## config.mk

```make
export PLATFORM = sky130hd
export DESIGN_NAME = dit_butterfly
export DESIGN_NICKNAME = d
export VERILOG_FILES = /design/src/rtl/bfly_pkg.sv /design/src/rtl/bfly_ctrl.sv /design/src/rtl/bfly_twiddle_rom.sv /design/src/rtl/bfly_cmul.sv /design/src/rtl/bfly_addsub.sv /design/src/rtl/dit_butterfly.sv
export SDC_FILE = /design/constraint.sdc
export NUM_CORES = 2
export LEC_CHECK = 0
export ABC_AREA = 1
export BUFFER_PORTS_ARGS = -buffer_cell sky130_fd_sc_hd__buf_2
export CAP_MARGIN = 40
export CORE_MARGIN = 4
export CORE_UTILIZATION = 40
export DETAILED_ROUTE_END_ITERATION = 10
export SYNTH_ARGS = -nofsm -noshare
export SYNTH_HDL_FRONTEND = slang
export SYNTH_SLANG_ARGS = --single-unit
export TNS_END_PERCENT = 10
```

## constraint.sdc

```tcl
create_clock -name clk_i -period 7.6 [get_ports clk_i]
set_clock_uncertainty 0.2 [all_clocks]
set_input_delay 0.76 -clock clk_i [delete_from_list [all_inputs] [get_ports clk_i]]
set_output_delay 0.76 -clock clk_i [all_outputs]
set_load 0.03 [all_outputs]
```

## src/rtl/bfly_pkg.sv

```systemverilog
package bfly_pkg;
  localparam int unsigned DW_DEF   = 16;
  localparam int unsigned NPTS_DEF = 16;

  typedef enum logic [2:0] {
    STEP_ROM   = 3'd0,
    STEP_MUL   = 3'd1,
    STEP_CROSS = 3'd2,
    STEP_SUM   = 3'd3,
    STEP_PACK  = 3'd4
  } step_e;
endpackage

```

## src/rtl/bfly_ctrl.sv

```systemverilog
module bfly_ctrl
  import bfly_pkg::*;
(
  input  logic clk_i,
  input  logic rst_ni,
  input  logic start_i,
  output logic cap_en_o,
  output logic rom_en_o,
  output logic mul_en_o,
  output logic cross_en_o,
  output logic sum_en_o,
  output logic pack_en_o
);
  logic  busy_q;
  step_e step_q;

  assign cap_en_o   = start_i && !busy_q;
  assign rom_en_o   = busy_q && (step_q == STEP_ROM);
  assign mul_en_o   = busy_q && (step_q == STEP_MUL);
  assign cross_en_o = busy_q && (step_q == STEP_CROSS);
  assign sum_en_o   = busy_q && (step_q == STEP_SUM);
  assign pack_en_o  = busy_q && (step_q == STEP_PACK);

  always_ff @(posedge clk_i or negedge rst_ni) begin
    if (!rst_ni) begin
      busy_q <= 1'b0;
      step_q <= STEP_ROM;
    end else if (!busy_q) begin
      if (start_i) begin
        busy_q <= 1'b1;
        step_q <= STEP_ROM;
      end
    end else begin
      unique case (step_q)
        STEP_ROM:   step_q <= STEP_MUL;
        STEP_MUL:   step_q <= STEP_CROSS;
        STEP_CROSS: step_q <= STEP_SUM;
        STEP_SUM:   step_q <= STEP_PACK;
        default: begin
          step_q <= STEP_ROM;
          busy_q <= 1'b0;
        end
      endcase
    end
  end

  p_accept_r5: assert property (@(posedge clk_i) disable iff (!rst_ni)
    (start_i && !busy_q) |=> (busy_q && step_q == STEP_ROM));
  p_ignore_r6: assert property (@(posedge clk_i) disable iff (!rst_ni)
    (busy_q && step_q != STEP_PACK) |=> busy_q);
  p_one_step_r5: assert property (@(posedge clk_i) disable iff (!rst_ni)
    $onehot0({rom_en_o, mul_en_o, cross_en_o, sum_en_o, pack_en_o}));
  p_release_r9: assert property (@(posedge clk_i) disable iff (!rst_ni)
    pack_en_o |=> !busy_q || (step_q == STEP_ROM));
endmodule

```

## src/rtl/bfly_twiddle_rom.sv

```systemverilog
module bfly_twiddle_rom #(
  parameter int unsigned DW   = bfly_pkg::DW_DEF,
  parameter int unsigned NPTS = bfly_pkg::NPTS_DEF,
  localparam int unsigned HALF = NPTS / 2,
  localparam int unsigned KW   = (HALF > 1) ? $clog2(HALF) : 1
) (
  input  logic                 clk_i,
  input  logic                 rst_ni,
  input  logic                 en_i,
  input  logic [KW-1:0]        idx_i,
  output logic signed [DW-1:0] cos_o,
  output logic signed [DW-1:0] sin_o
);
  localparam real SCALE = 2.0 ** (DW - 1);
  localparam real TWO_PI = 6.283185307179586;

  function automatic logic signed [DW-1:0] to_q(input real v);
    real    sc;
    integer r;
    sc = v * SCALE;
    if (sc >= 0.0) r = $rtoi(sc + 0.5);
    else           r = -$rtoi(-sc + 0.5);
    if (r > (2 ** (DW - 1)) - 1) r = (2 ** (DW - 1)) - 1;
    return DW'(r);
  endfunction

  logic signed [DW-1:0] cos_tab [HALF];
  logic signed [DW-1:0] sin_tab [HALF];

  for (genvar g = 0; g < HALF; g++) begin : g_tab
    localparam real ANG = TWO_PI * real'(g) / real'(NPTS);
    assign cos_tab[g] = to_q($cos(ANG));
    assign sin_tab[g] = to_q($sin(ANG));
  end

  always_ff @(posedge clk_i or negedge rst_ni) begin
    if (!rst_ni) begin
      cos_o <= '0;
      sin_o <= '0;
    end else if (en_i) begin
      cos_o <= cos_tab[idx_i];
      sin_o <= sin_tab[idx_i];
    end
  end
endmodule

```

## src/rtl/bfly_cmul.sv

```systemverilog
module bfly_cmul #(
  parameter int unsigned DW = bfly_pkg::DW_DEF
) (
  input  logic                 clk_i,
  input  logic                 rst_ni,
  input  logic                 mul_en_i,
  input  logic                 cross_en_i,
  input  logic signed [DW-1:0] b_re_i,
  input  logic signed [DW-1:0] b_im_i,
  input  logic signed [DW-1:0] cos_i,
  input  logic signed [DW-1:0] sin_i,
  output logic signed [DW:0]   w_re_o,
  output logic signed [DW:0]   w_im_o
);
  localparam int unsigned PW = 2 * DW;

  // lane order: br*c, bi*s, bi*c, br*s
  logic signed [DW-1:0] op_x [4];
  logic signed [DW-1:0] op_y [4];
  logic signed [PW-1:0] prod_q [4];
  logic signed [DW-1:0] trunc [4];

  assign op_x[0] = b_re_i; assign op_y[0] = cos_i;
  assign op_x[1] = b_im_i; assign op_y[1] = sin_i;
  assign op_x[2] = b_im_i; assign op_y[2] = cos_i;
  assign op_x[3] = b_re_i; assign op_y[3] = sin_i;

  for (genvar g = 0; g < 4; g++) begin : g_mul
    always_ff @(posedge clk_i or negedge rst_ni) begin
      if (!rst_ni)       prod_q[g] <= '0;
      else if (mul_en_i) prod_q[g] <= op_x[g] * op_y[g];
    end
    assign trunc[g] = prod_q[g][PW-2:DW-1];
  end

  always_ff @(posedge clk_i or negedge rst_ni) begin
    if (!rst_ni) begin
      w_re_o <= '0;
      w_im_o <= '0;
    end else if (cross_en_i) begin
      w_re_o <= (DW+1)'(trunc[0]) + (DW+1)'(trunc[1]);
      w_im_o <= (DW+1)'(trunc[2]) - (DW+1)'(trunc[3]);
    end
  end

  p_cross_bound_r3: assert property (@(posedge clk_i) disable iff (!rst_ni)
    cross_en_i |=> (w_re_o <= (DW+1)'(2 ** DW - 2)) && (w_re_o >= -(DW+1)'(2 ** DW)));
endmodule

```

## src/rtl/bfly_addsub.sv

```systemverilog
module bfly_addsub #(
  parameter int unsigned DW = bfly_pkg::DW_DEF
) (
  input  logic                 clk_i,
  input  logic                 rst_ni,
  input  logic                 en_i,
  input  logic signed [DW-1:0] a_re_i,
  input  logic signed [DW-1:0] a_im_i,
  input  logic signed [DW:0]   w_re_i,
  input  logic signed [DW:0]   w_im_i,
  output logic signed [DW-1:0] y0_re_o,
  output logic signed [DW-1:0] y0_im_o,
  output logic signed [DW-1:0] y1_re_o,
  output logic signed [DW-1:0] y1_im_o
);
  localparam int unsigned SW = DW + 2;

  logic signed [DW-1:0] a_l  [2];
  logic signed [DW:0]   w_l  [2];
  logic signed [DW-1:0] up_q [2];
  logic signed [DW-1:0] lo_q [2];

  assign a_l[0] = a_re_i; assign w_l[0] = w_re_i;
  assign a_l[1] = a_im_i; assign w_l[1] = w_im_i;

  for (genvar g = 0; g < 2; g++) begin : g_lane
    logic signed [SW-1:0] s_up, s_lo;
    assign s_up = SW'(a_l[g]) + SW'(w_l[g]);
    assign s_lo = SW'(a_l[g]) - SW'(w_l[g]);
    always_ff @(posedge clk_i or negedge rst_ni) begin
      if (!rst_ni) begin
        up_q[g] <= '0;
        lo_q[g] <= '0;
      end else if (en_i) begin
        up_q[g] <= s_up[DW:1];
        lo_q[g] <= s_lo[DW:1];
      end
    end
  end

  assign y0_re_o = up_q[0];
  assign y0_im_o = up_q[1];
  assign y1_re_o = lo_q[0];
  assign y1_im_o = lo_q[1];
endmodule

```

## src/rtl/dit_butterfly.sv

```systemverilog
module dit_butterfly #(
  parameter int unsigned DW   = bfly_pkg::DW_DEF,
  parameter int unsigned NPTS = bfly_pkg::NPTS_DEF,
  localparam int unsigned WW  = 2 * DW,
  localparam int unsigned KW  = (NPTS / 2 > 1) ? $clog2(NPTS / 2) : 1
) (
  input  logic          clk_i,
  input  logic          rst_ni,
  input  logic          start_i,
  input  logic [WW-1:0] a_i,
  input  logic [WW-1:0] b_i,
  input  logic [KW-1:0] tw_idx_i,
  output logic          done_o,
  output logic [WW-1:0] y0_o,
  output logic [WW-1:0] y1_o
);
  logic cap_en, rom_en, mul_en, cross_en, sum_en, pack_en;
  logic [WW-1:0] a_q, b_q;
  logic [KW-1:0] idx_q;
  logic signed [DW-1:0] cos_w, sin_w;
  logic signed [DW:0]   w_re, w_im;
  logic signed [DW-1:0] y0_re, y0_im, y1_re, y1_im;

  bfly_ctrl u_ctrl (
    .clk_i      (clk_i),
    .rst_ni     (rst_ni),
    .start_i    (start_i),
    .cap_en_o   (cap_en),
    .rom_en_o   (rom_en),
    .mul_en_o   (mul_en),
    .cross_en_o (cross_en),
    .sum_en_o   (sum_en),
    .pack_en_o  (pack_en)
  );

  always_ff @(posedge clk_i or negedge rst_ni) begin
    if (!rst_ni) begin
      a_q   <= '0;
      b_q   <= '0;
      idx_q <= '0;
    end else if (cap_en) begin
      a_q   <= a_i;
      b_q   <= b_i;
      idx_q <= tw_idx_i;
    end
  end

  bfly_twiddle_rom #(.DW(DW), .NPTS(NPTS)) u_rom (
    .clk_i  (clk_i),
    .rst_ni (rst_ni),
    .en_i   (rom_en),
    .idx_i  (idx_q),
    .cos_o  (cos_w),
    .sin_o  (sin_w)
  );

  bfly_cmul #(.DW(DW)) u_cmul (
    .clk_i      (clk_i),
    .rst_ni     (rst_ni),
    .mul_en_i   (mul_en),
    .cross_en_i (cross_en),
    .b_re_i     (b_q[WW-1:DW]),
    .b_im_i     (b_q[DW-1:0]),
    .cos_i      (cos_w),
    .sin_i      (sin_w),
    .w_re_o     (w_re),
    .w_im_o     (w_im)
  );

  bfly_addsub #(.DW(DW)) u_addsub (
    .clk_i   (clk_i),
    .rst_ni  (rst_ni),
    .en_i    (sum_en),
    .a_re_i  (a_q[WW-1:DW]),
    .a_im_i  (a_q[DW-1:0]),
    .w_re_i  (w_re),
    .w_im_i  (w_im),
    .y0_re_o (y0_re),
    .y0_im_o (y0_im),
    .y1_re_o (y1_re),
    .y1_im_o (y1_im)
  );

  always_ff @(posedge clk_i or negedge rst_ni) begin
    if (!rst_ni) begin
      done_o <= 1'b0;
      y0_o   <= '0;
      y1_o   <= '0;
    end else begin
      done_o <= pack_en;
      if (pack_en) begin
        y0_o <= {y0_re, y0_im};
        y1_o <= {y1_re, y1_im};
      end
    end
  end

  p_done_pulse_r5: assert property (@(posedge clk_i) disable iff (!rst_ni)
    done_o |=> !done_o);
  p_hold_r7: assert property (@(posedge clk_i) disable iff (!rst_ni)
    !done_o |-> ($stable(y0_o) && $stable(y1_o)));
  p_latency_r5: assert property (@(posedge clk_i) disable iff (!rst_ni)
    cap_en |=> !done_o);
endmodule

```

==> run_results.csv <==
group,metric,value,unit
placed_design,io_buffers,134,
synth,ys_seq_elements,318,
timing,worst_slack,794,ps
setup_path,cp_max_fo,18,
clocking,path_clk_slew,60,ps
finish,nNetsFinal,8340,
synth,synth_edf_count,0,
clocking,clock_path_buffers,3,
timing,setup_viol,0,
setup_path,worstPathArrival,7110,ps
timing,slew_headroom,35.0,%
route,routed_wirelength,163,mm
synth,synth_top_flop_cell,"dfrtp_1",
placed_design,place_ws,812,ps
clocking,cts_made_buffers,41,
floorplanning,ios,135,
route,drt-initial-drc-count,2797,
global_route,first_global_vias,46200,
global_route,grt-ovfl-total,0,
setup_path,cp_num_buf_inv,5,
finish,drive_gt1_share,6.22,%
route,antenna_left,0,
route,routed_via_density,4.94,
timing,holdWs,178,ps
synth,seq_area_frac_synth,14.6,%
setup_path,critical_path.cell_chain,"nand2_1 -> fa_1 -> inv_1 -> fa_1 -> inv_1 -> fa_1 -> fa_1 -> inv_1 -> fa_1 -> inv_1 -> fa_1 -> inv_1 -> ha_1 -> nand2_1 -> nor2_1 -> nand2_1 -> nor4_1 -> nand2_1 -> nand2_1 -> nand2_1 -> nand3_1 -> nand2_1",
synth,synth_top_cell_by_area,"fa_1",
route,dr.pass1.iters,6,
hold_path,hp-class,"in -> reg",
route,via_count,42900,
setup_path,reg2reg_setup_slack,790,ps
setup_path,cp_top_family,"adder cells",
synth,syn_nets,8285,
synth,yosys-top-cells-count,"inv_1, nand2_1, fa_1",
timing,finalHoldViolations,0,
setup_path,crit_top_cell,"nand2_1",
floorplanning,die-area,142000,um2
route,wl_per_cell,18.7,um
clocking,clk_latency,630,ps
clocking,cts.sinks,318,
run,drv_cap,0,
clocking,cts_tree,"done",
synth,synthCells,6821,
timing,worst_pin_slew,975,ps
clocking,postCtsSetupBuffers,0,
synth,synth_top_area_share,36.1,%
timing,slew_viol_final,0,
synth,yosys-top-cells-area,"fa_1, dfrtp_1, inv_1, nand2_1, ha_1",
setup_path,cp_slowest_cell,"dfrtp_1",
synth,yosysMostFrequentCell,"inv_1",
timing,fmax,147,MHz
run_status,status,"complete, no violations",
synth,synth_warnings,0,
floorplanning,coreArea,135000,um2
synth,netlist_area,54600,um2
floorplanning,start_util,40.3,%
timing,finalSetupTns,0,ps
synth,ys_types,49,
floorplanning,die_y,377,um
setup_path,end_kind,"register",
route,route.detailed.drc,0,
global_route,grt_pass1_wl,262,mm
hold_path,hp-start,"a_i[9]",
timing,post-route-period-util,89.5,%
clocking,ctsHoldBuffers,1,
setup_path,worstSetupPathType,"reg -> reg",
timing,period_needed,6810,ps
global_route,grt_antenna_before_repair,8,
setup_path,r2r-start,"u_rom.cos_o[2]",
clocking,cts.htree.levels,2,
placed_design,dp_hpwl,138,mm
floorplanning,die_x,377,um
clocking,ctsResizeCount,0,
setup_path,slowest_delay,930,ps
setup_path,required,7900,ps
placed_design,place.gp.congestion,0.963,
clocking,cts-root-buf,"clkbuf_16",
floorplanning,rows,135,
global_route,grt_max_degree,164,
synth,avgSynthCellArea,8.00,um2
synth,synthArstFlopShare,100,%
setup_path,startpoint_type,"register",
global_route,track_usage,23.7,%
setup_path,critPathLaunch,"u_rom.cos_o[2]",
timing,rsz0062_at_grt,"no",
finish,area.growth.synth_to_final,8.20,%
==> final cells by class <==
class | instances | area (um2)
diodes | 2 | 5.00
clock buffers | 51 | 1120
clock inverters | 24 | 354
fillers | 13700 | 76400
inverters | 1786 | 6700
multi-input cells | 4497 | 39100
flip-flops and latches | 318 | 7960
well taps | 1781 | 2230
repair buffers | 232 | 1650
==> sequential cells by signal (all words and copies together), names as in the netlist, 17 cells and up <==
signal,count
u_cmul.prod_q,64
a_q,32
b_q,32
y0_o,32
y1_o,32
u_cmul.w_im_o,17
u_cmul.w_re_o,17
==> layer usage <==
| layer | track usage (%) | wire [um] |
|---|---|---|
| met5 | 0 | 7 |
| met4 | 7.23 | 5790 |
| met3 | 3.72 | 9930 |
| met2 | 39.6 | 75900 |
| met1 | 31.7 | 71100 |
==> worst reg2reg max path, stage by stage (launching register included) <==
cell	delay (ps)
dfrtp_1	930
nand2_1	260
fa_1	690
inv_1	140
fa_1	730
inv_1	220
fa_1	450
fa_1	540
inv_1	60
fa_1	520
inv_1	50
fa_1	470
inv_1	40
ha_1	380
nand2_1	120
nor2_1	190
nand2_1	100
nor4_1	180
nand2_1	160
nand2_1	100
nand2_1	50
nand3_1	70
nand2_1	50
==> placed cells by master, fill, tap and decap left out, types with 7 or more instances in the layout <==
cell          n
a21o_1       12
a21oi_1     223
a31oi_1      13
buf_16        7
buf_2       133
buf_4        81
clkbuf_16    41
dfrtp_1     314
fa_1        985
ha_1        409
inv_1      1774
inv_2        12
mux2_2       58
nand2_1    1708
nand3_1     266
nand3b_1     21
nand4_1      54
nor2_1      277
nor3_1       38
o211ai_1      7
o21a_1       16
o21ai_0     177
o21ai_1      23
o21bai_1     22
o31ai_1      13
or2_1         7
or2_2        30
xnor2_1      34
xor2_1       39
==> per-stage QoR <==
step	util, %	instances	cell area [um2]
detailed placement	42.5	8613	57600
floorplan	-	6821	54600
CTS	43.6	8689	59100
global route	43.6	8689	59100
finish	43.6	8691	59100
global placement	42.3	8600	57300
==> worst paths after layout <==
kind	to	cells past startpoint
max reg2reg	u_cmul.prod_q[59]	22
min in group asynchronous	u_addsub.y1_re_o[13]	2
max	u_cmul.prod_q[59]	22
min	a_q[9]	2
max in group asynchronous	u_cmul.w_re_o[10]	3
min reg2reg	y1_o[8]	2
==> kinds of logic (layout without fill, tap and decap cells) <==
group | after synthesis | after routing | synth area share, %
AND/OR/NAND/NOR | 2437 | 2437 | 18.2
buffers and inverters | 2006 | 2093 | 14.0
adder cells (fa/ha/maj) | 1394 | 1394 | 45.5
AO/OA/AOI/OAI | 535 | 535 | 5.41
flip-flops | 318 | 318 | 14.6
XOR/XNOR | 73 | 73 | 1.17
multiplexers | 58 | 58 | 1.20
other | 0 | 2 | 0
Power is left out: the tool's default activity adds up to more than one toggle a clock period on the data nets, which glitch-free logic cannot reach.
